==> src/rtl/stn_tbl_pkg.sv <==
package stn_tbl_pkg;

    localparam int HALF_W      = 16;
    localparam int ADDR_SLOTS  = 3;
    localparam int ENTRY_W     = ADDR_SLOTS * HALF_W;

    typedef enum logic [1:0] {
        ST_IDLE,
        ST_ISSUE,
        ST_AWAIT,
        ST_COMMIT
    } ldr_state_e;

    typedef struct packed {
        logic [HALF_W-1:0] base;
        logic [HALF_W-1:0] ptr;
        logic              wide;
    } job_t;

    // byte offset of a slot within a descriptor
    function automatic logic [HALF_W-1:0] slot_offset(input logic [1:0] slot, input logic wide);
        return wide ? {12'd0, slot, 2'b00} : {13'd0, slot, 1'b0};
    endfunction

    // bytes covered by one whole descriptor (four slots)
    function automatic logic [HALF_W-1:0] desc_stride(input logic wide);
        return wide ? 16'd16 : 16'd8;
    endfunction

endpackage

==> src/rtl/stn_tbl_addr_gen.sv <==
module stn_tbl_addr_gen
    import stn_tbl_pkg::*;
(
    input  job_t        job,
    input  logic [1:0]  slot,
    output logic [31:0] addr
);
    logic [HALF_W-1:0] low_half;

    always_comb begin
        low_half = job.ptr + slot_offset(slot, job.wide);
        addr     = {job.base, low_half};
    end
endmodule

==> src/rtl/stn_tbl_unpack.sv <==
module stn_tbl_unpack
    import stn_tbl_pkg::*;
(
    input  logic               clk,
    input  logic               rst,
    input  logic               cap_en,
    input  logic [1:0]         cap_slot,
    input  logic [HALF_W-1:0]  cap_half,
    output logic [ENTRY_W-1:0] entry
);
    for (genvar g = 0; g < ADDR_SLOTS; g++) begin : g_half
        logic [HALF_W-1:0] half_q;

        always_ff @(posedge clk) begin
            if (rst) begin
                half_q <= '0;
            end else if (cap_en && cap_slot == 2'(g + 1)) begin
                half_q <= cap_half;
            end
        end

        // low byte is the earlier address byte
        assign entry[g*HALF_W +: 8]     = half_q[7:0];
        assign entry[g*HALF_W + 8 +: 8] = half_q[15:8];
    end
endmodule

==> src/rtl/stn_tbl_seq.sv <==
module stn_tbl_seq
    import stn_tbl_pkg::*;
#(
    parameter int CNT_W = 5
)
(
    input  logic              clk,
    input  logic              rst,
    input  logic              load_req,
    input  logic [CNT_W-1:0]  load_cnt,
    input  logic [HALF_W-1:0] load_ptr,
    input  logic [HALF_W-1:0] load_base,
    input  logic              load_wide,
    input  logic              rsp_valid,
    input  logic [HALF_W-1:0] rsp_half,
    output logic              busy,
    output logic              req_valid,
    output job_t              job,
    output logic [1:0]        slot,
    output logic              cap_en,
    output logic              tbl_we,
    output logic [CNT_W-1:0]  tbl_idx,
    output logic [CNT_W-1:0]  remaining,
    output logic [HALF_W-1:0] mask,
    output logic              finish
);
    localparam logic [CNT_W-1:0] CNT_ONE = CNT_W'(1);

    ldr_state_e        state_q;
    logic              mask_ph_q;
    logic [CNT_W-1:0]  idx_q;

    always_comb begin
        busy      = (state_q != ST_IDLE);
        req_valid = (state_q == ST_ISSUE);
        tbl_we    = (state_q == ST_COMMIT);
        cap_en    = (state_q == ST_AWAIT) && rsp_valid && !mask_ph_q;
        finish    = (state_q == ST_AWAIT) && rsp_valid && mask_ph_q;
        tbl_idx   = idx_q;
    end

    always_ff @(posedge clk) begin
        if (rst) begin
            state_q   <= ST_IDLE;
            mask_ph_q <= 1'b0;
            idx_q     <= '0;
            slot      <= '0;
            remaining <= '0;
            mask      <= '0;
            job       <= '0;
        end else begin
            unique case (state_q)
                ST_IDLE: begin
                    if (load_req) begin
                        job.base  <= load_base;
                        job.ptr   <= load_ptr;
                        job.wide  <= load_wide;
                        remaining <= load_cnt;
                        idx_q     <= '0;
                        if (load_cnt != '0) begin
                            slot      <= 2'd1;
                            mask_ph_q <= 1'b0;
                        end else begin
                            slot      <= 2'd0;
                            mask_ph_q <= 1'b1;
                        end
                        state_q <= ST_ISSUE;
                    end
                end
                ST_ISSUE: begin
                    state_q <= ST_AWAIT;
                end
                ST_AWAIT: begin
                    if (rsp_valid) begin
                        if (mask_ph_q) begin
                            mask    <= rsp_half;
                            state_q <= ST_IDLE;
                        end else if (slot == 2'd3) begin
                            state_q <= ST_COMMIT;
                        end else begin
                            slot    <= slot + 2'd1;
                            state_q <= ST_ISSUE;
                        end
                    end
                end
                ST_COMMIT: begin
                    remaining <= remaining - CNT_ONE;
                    idx_q     <= idx_q + CNT_ONE;
                    job.ptr   <= job.ptr + desc_stride(job.wide);
                    if (remaining == CNT_ONE) begin
                        slot      <= 2'd0;
                        mask_ph_q <= 1'b1;
                    end else begin
                        slot      <= 2'd1;
                    end
                    state_q <= ST_ISSUE;
                end
                default: state_q <= ST_IDLE;
            endcase
        end
    end
endmodule

==> src/rtl/stn_tbl_status.sv <==
module stn_tbl_status (
    input  logic clk,
    input  logic rst,
    input  logic finish,
    input  logic clr,
    input  logic irq_en,
    output logic done_flag,
    output logic irq
);
    always_ff @(posedge clk) begin
        if (rst) begin
            done_flag <= 1'b0;
        end else if (finish) begin
            done_flag <= 1'b1;
        end else if (clr) begin
            done_flag <= 1'b0;
        end
    end

    assign irq = done_flag & irq_en;
endmodule

==> src/rtl/stn_tbl_loader.sv <==
module stn_tbl_loader
    import stn_tbl_pkg::*;
#(
    parameter int CNT_W = 5,
    parameter int BUS_W = 32
)
(
    input  logic               clk,
    input  logic               rst,
    input  logic               load_req,
    input  logic [15:0]        load_count,
    input  logic [15:0]        load_ptr,
    input  logic [15:0]        area_base,
    input  logic               wide_mode,
    output logic               rd_req_valid,
    output logic [31:0]        rd_req_addr,
    input  logic               rd_rsp_valid,
    input  logic [BUS_W-1:0]   rd_rsp_data,
    output logic               tbl_we,
    output logic [CNT_W-1:0]   tbl_idx,
    output logic [ENTRY_W-1:0] tbl_addr,
    output logic               busy,
    output logic [CNT_W-1:0]   remaining,
    output logic [15:0]        enable_mask,
    input  logic               done_clr,
    input  logic               irq_en,
    output logic               done_flag,
    output logic               irq
);
    job_t        job;
    logic [1:0]  slot;
    logic        cap_en;
    logic        finish;
    logic        unused_hi;

    assign unused_hi = ^{load_count[15:CNT_W], rd_rsp_data[BUS_W-1:HALF_W]};

    stn_tbl_seq #(.CNT_W(CNT_W)) u_seq (
        .clk       (clk),
        .rst       (rst),
        .load_req  (load_req),
        .load_cnt  (load_count[CNT_W-1:0]),
        .load_ptr  (load_ptr),
        .load_base (area_base),
        .load_wide (wide_mode),
        .rsp_valid (rd_rsp_valid),
        .rsp_half  (rd_rsp_data[HALF_W-1:0]),
        .busy      (busy),
        .req_valid (rd_req_valid),
        .job       (job),
        .slot      (slot),
        .cap_en    (cap_en),
        .tbl_we    (tbl_we),
        .tbl_idx   (tbl_idx),
        .remaining (remaining),
        .mask      (enable_mask),
        .finish    (finish)
    );

    stn_tbl_addr_gen u_addr (
        .job  (job),
        .slot (slot),
        .addr (rd_req_addr)
    );

    stn_tbl_unpack u_unpack (
        .clk      (clk),
        .rst      (rst),
        .cap_en   (cap_en),
        .cap_slot (slot),
        .cap_half (rd_rsp_data[HALF_W-1:0]),
        .entry    (tbl_addr)
    );

    stn_tbl_status u_status (
        .clk       (clk),
        .rst       (rst),
        .finish    (finish),
        .clr       (done_clr),
        .irq_en    (irq_en),
        .done_flag (done_flag),
        .irq       (irq)
    );
endmodule

==> config.mk <==
export PLATFORM = sky130hd
export DESIGN_NAME = stn_tbl_loader
export DESIGN_NICKNAME = d
export VERILOG_FILES = /design/src/rtl/stn_tbl_pkg.sv /design/src/rtl/stn_tbl_addr_gen.sv /design/src/rtl/stn_tbl_unpack.sv /design/src/rtl/stn_tbl_seq.sv /design/src/rtl/stn_tbl_status.sv /design/src/rtl/stn_tbl_loader.sv
export SDC_FILE = /design/constraint.sdc
export NUM_CORES = 1
export LEC_CHECK = 0
export BUFFER_PORTS_ARGS = -buffer_cell sky130_fd_sc_hd__buf_2
export CAP_MARGIN = 20
export CORE_ASPECT_RATIO = 2
export CORE_UTILIZATION = 44
export DETAILED_ROUTE_END_ITERATION = 6
export GPL_TIMING_DRIVEN = 0
export PLACE_DENSITY = 0.83
export SLEW_MARGIN = 0
export SYNTH_ARGS = -nofsm -noshare
export SYNTH_HDL_FRONTEND = slang
export SYNTH_SLANG_ARGS = --single-unit
==> constraint.sdc <==
create_clock -name clk -period 2.2 [get_ports clk]
set_input_delay 0.44 -clock clk [delete_from_list [all_inputs] [get_ports clk]]
set_output_delay 0.44 -clock clk [all_outputs]
set_load 0.05 [all_outputs]
==> impl_metrics.csv <==
group,metric,value,unit
cts,cts_tree,"yes",
floorplan,row_count,55,
power,p_comb_share,16.8,%
grt,grt_antenna_before_repair,0,
synth,yosysTopAreaCell,"dfxtp_1",
job,cap_viol_max_count,0,
synth,syn_avg_cell_area,7.87,um^2
grt,grt_pass1_wl,25500,um
critical_path,endpoint_kind,"primary output",
synth,ys_seq_elements,113,
cts,cts_max_level,4,
critical_path,critical_path_class,"reg -> out",
cells_and_area,drive_above_1_share,34.3,%
power,p_leak,3.31,nW
critical_path,cp.arrival,2.29,ns
floorplan,die_h,156,um
place,dpl.cell_count,972,
synth,synth_warnings,0,
cells_and_area,nets,969,
drt,drc_errors,0,
drt,dr.pass1.iters,5,
sta,skew,0.00971,ns
place,gp_congestion,0.909,
cts,clk_pin_slew,0.06,ns
sta,finalCritPeriodShare,124,%
drt,dr.first_iter.drc_count,290,
sta,finalMaxSlewViolations,0,
floorplan,start_util,45.6,%
drt,num_vias,5432,
grt,grt_max_degree,17,
cts,clk_path_buf_depth,2,
critical_path,crit_slowest_cell,"dfxtp_4",
critical_path,path_cells,"nor2_4 -> ha_4 -> fa_2 -> a21o_1 -> nand3_4 -> buf_6 -> nand2b_4 -> xnor2_4 -> buf_6",
cts,cts-root-buf,"clkbuf_16",
synth,ys_async_sr_fraction,0,%
cts,clock_latency,0.41,ns
power,ir_drop,768,uV
critical_path,path_common_cell,"buf_6",
power,sw_frac_of_total,29.7,%
grt,track_usage,27.5,%
drt,drt-total-wl,16900,um
drt,vias_per_cell,5.33,
floorplan,die_w,79.0,um
sta,fin_crit,2.73,ns
power,p_seq_share,36.1,%
sta,hold_violations,0,
critical_path,critPathMaxFanout,6,
cells_and_area,utilization,65.0,%
power,net-switching-power,1.82,mW
grt,grt_overflow,0,
power,power.density,824,nW/um^2
cells_and_area,diodes,0,
grt,grt_pass1_vias,5177,
synth,synth.area.top_cells,"dfxtp_1 (43%), nand2_1 (14%), a21oi_1 (10%)",
synth,synth_flop_cell,"dfxtp_1",
power,p_int,4.30,mW
cts,ctsHoldBuffers,0,
synth,synthCells,662,
synth,synth_top_area_share,43.4,%
cells_and_area,n_fill_cell,1009,
floorplan,io_pins,198,
critical_path,max_stage_delay,0.41,ns
synth,syn_area,5210,um^2
synth,synth.net_count,767,
status,violations,"setup timing",
cts,cts.sinks,113,
sta,rsz0062_at_grt,"true",
cells_and_area,final_common_cell,"nand2_1",
cells_and_area,syn2layout_area_growth,42.5,%
sta,fmax,366,MHz
sta,worstMarginPinSlew,0.702,ns
sta,setup_ws,-0.534,ns
drt,wl_per_cell,16.6,um
cells_and_area,layout_common_cells,"nand2_1 (188), buf_2 (161), dfxtp_1 (110), a21oi_1 (103), buf_4 (36)",
cts,numCtsBuffers,17,
critical_path,start_kind,"flip-flop",
place,place_ws,-0.351,ns
status,status,"finished, violations left",
sta,setup_viol,13,
power,power_frac_clock,47.1,%
synth,ys_seq_area_share,43.4,%
floorplan,dieArea,12300,um^2
cells_and_area,final_cells,1019,
place,dp_hpwl,12400,um
place,io_buffers,168,
drt,ant_nets,0,
floorplan,core_area,11400,um^2
sta,hold_ws,0.262,ns
sta,relSlewSlack,52.6,%
synth,synth_edf_count,0,
synth,yosysUniqueCellTypes,53,
critical_path,crit_required,1.76,ns
worst_hold_path,min_path_type,"in -> reg",
Yosys cell counts (all sizes together) (9+ instances only):
master,number
nand2,191
dfxtp,113
a21oi,104
buf,33
clkbuf,28
nor2,21
ha,16
inv,15
o21ai,15
nor3,13
xor2,9
registers in the layout, summed over array words and instances, names as in the netlist:
| register | count |
|---|---|
| u_seq.mask | 16 |
| u_status.done_flag | 1 |
| u_seq.state_q | 2 |
| u_unpack.g_half.half_q | 48 |
| u_seq.mask_ph_q | 1 |
| u_seq.job | 33 |
| u_seq.tbl_idx | 5 |
| u_seq.slot | 2 |
| u_seq.remaining | 5 |
layout make-up:
cell class | count | area, um^2 | area share [%]
plain buffers | 60 | 368 | 4.95
clock buffers | 17 | 425 | 5.73
clock inverters | 15 | 196 | 2.65
inverters | 15 | 58.8 | 0.792
multi-input cells | 472 | 2860 | 38.5
flip-flops and latches | 113 | 2270 | 30.6
well taps | 142 | 178 | 2.39
repair buffers | 185 | 1070 | 14.4
worst max-delay path: cells and delay by family (launching register included):
kind                     cells  cell delay, ns
adder cells (fa/ha/maj)      2            0.51
flip-flops                   1            0.41
AND/OR/NAND/NOR              3            0.34
buffers and inverters        2            0.28
AO/OA/AOI/OAI                1            0.23
XOR/XNOR                     1            0.11
metal layers:
metal  track usage [%]  wire [um]  vias up
li1                  -          -     2625
met1              25.1       5570     2499
met2              52.8       9520      249
met3              6.49        990       59
met4              16.2        868        0
met5                 0          0        -
through the flow:
| stage | cell area [um^2] | setup TNS [ns] | power (mW) |
|---|---|---|---|
| after floorplan | 5440 | -0.230 | 2.93 |
| after global placement | 6460 | -2.24 | 3.18 |
| after detailed placement | 6460 | -2.50 | 3.19 |
| after CTS | 7360 | -5.85 | 6.13 |
| after global routing | 7430 | -6.54 | 6.33 |
| final | 7430 | -5.53 | 6.12 |
power groups by stage:
stage / sequential (mW) / clock [mW] / combinational [mW]
after global placement: 2.25 / 0 / 0.937
after global routing: 2.22 / 3.01 / 1.10
after floorplan: 2.27 / 0 / 0.659
final: 2.21 / 2.88 / 1.03
after CTS: 2.21 / 2.92 / 1.01
after detailed placement: 2.25 / 0 / 0.941
path summary, 6_finish.rpt:
kind	slack, ns	startpoint	endpoint	cells after the start
setup / recovery	-0.53	u_seq.job[0]	rd_req_addr[13]	9
hold / removal	0.26	area_base[0]	u_seq.job[17]	3
setup reg to reg	0.05	u_seq.job[0]	u_seq.job[16]	8
hold reg to reg	0.45	u_seq.mask[3]	u_seq.mask[3]	2
cells by family (layout without fill, tap and decap cells):
| kind of cell | count (synthesis) | count (layout) | share of synthesized area, % |
|---|---|---|---|
| simple gates | 277 | 277 | 23.0 |
| compound gates | 154 | 154 | 16.6 |
| flops | 113 | 113 | 43.4 |
| buf+inv | 77 | 292 | 8.23 |
| fa+ha+maj | 18 | 18 | 4.61 |
| xor+xnor | 16 | 16 | 2.69 |
| mux | 7 | 7 | 1.46 |
timing repair:
action                     in CTS  in global routing
resized for setup              50                 16
pin swaps                      13                  9
hold endpoints to repair        0                  0
setup endpoints to repair      16                 30
setup buffers                  15                  6
cloned                          0                  0
(Power assumes the default switching activity.)
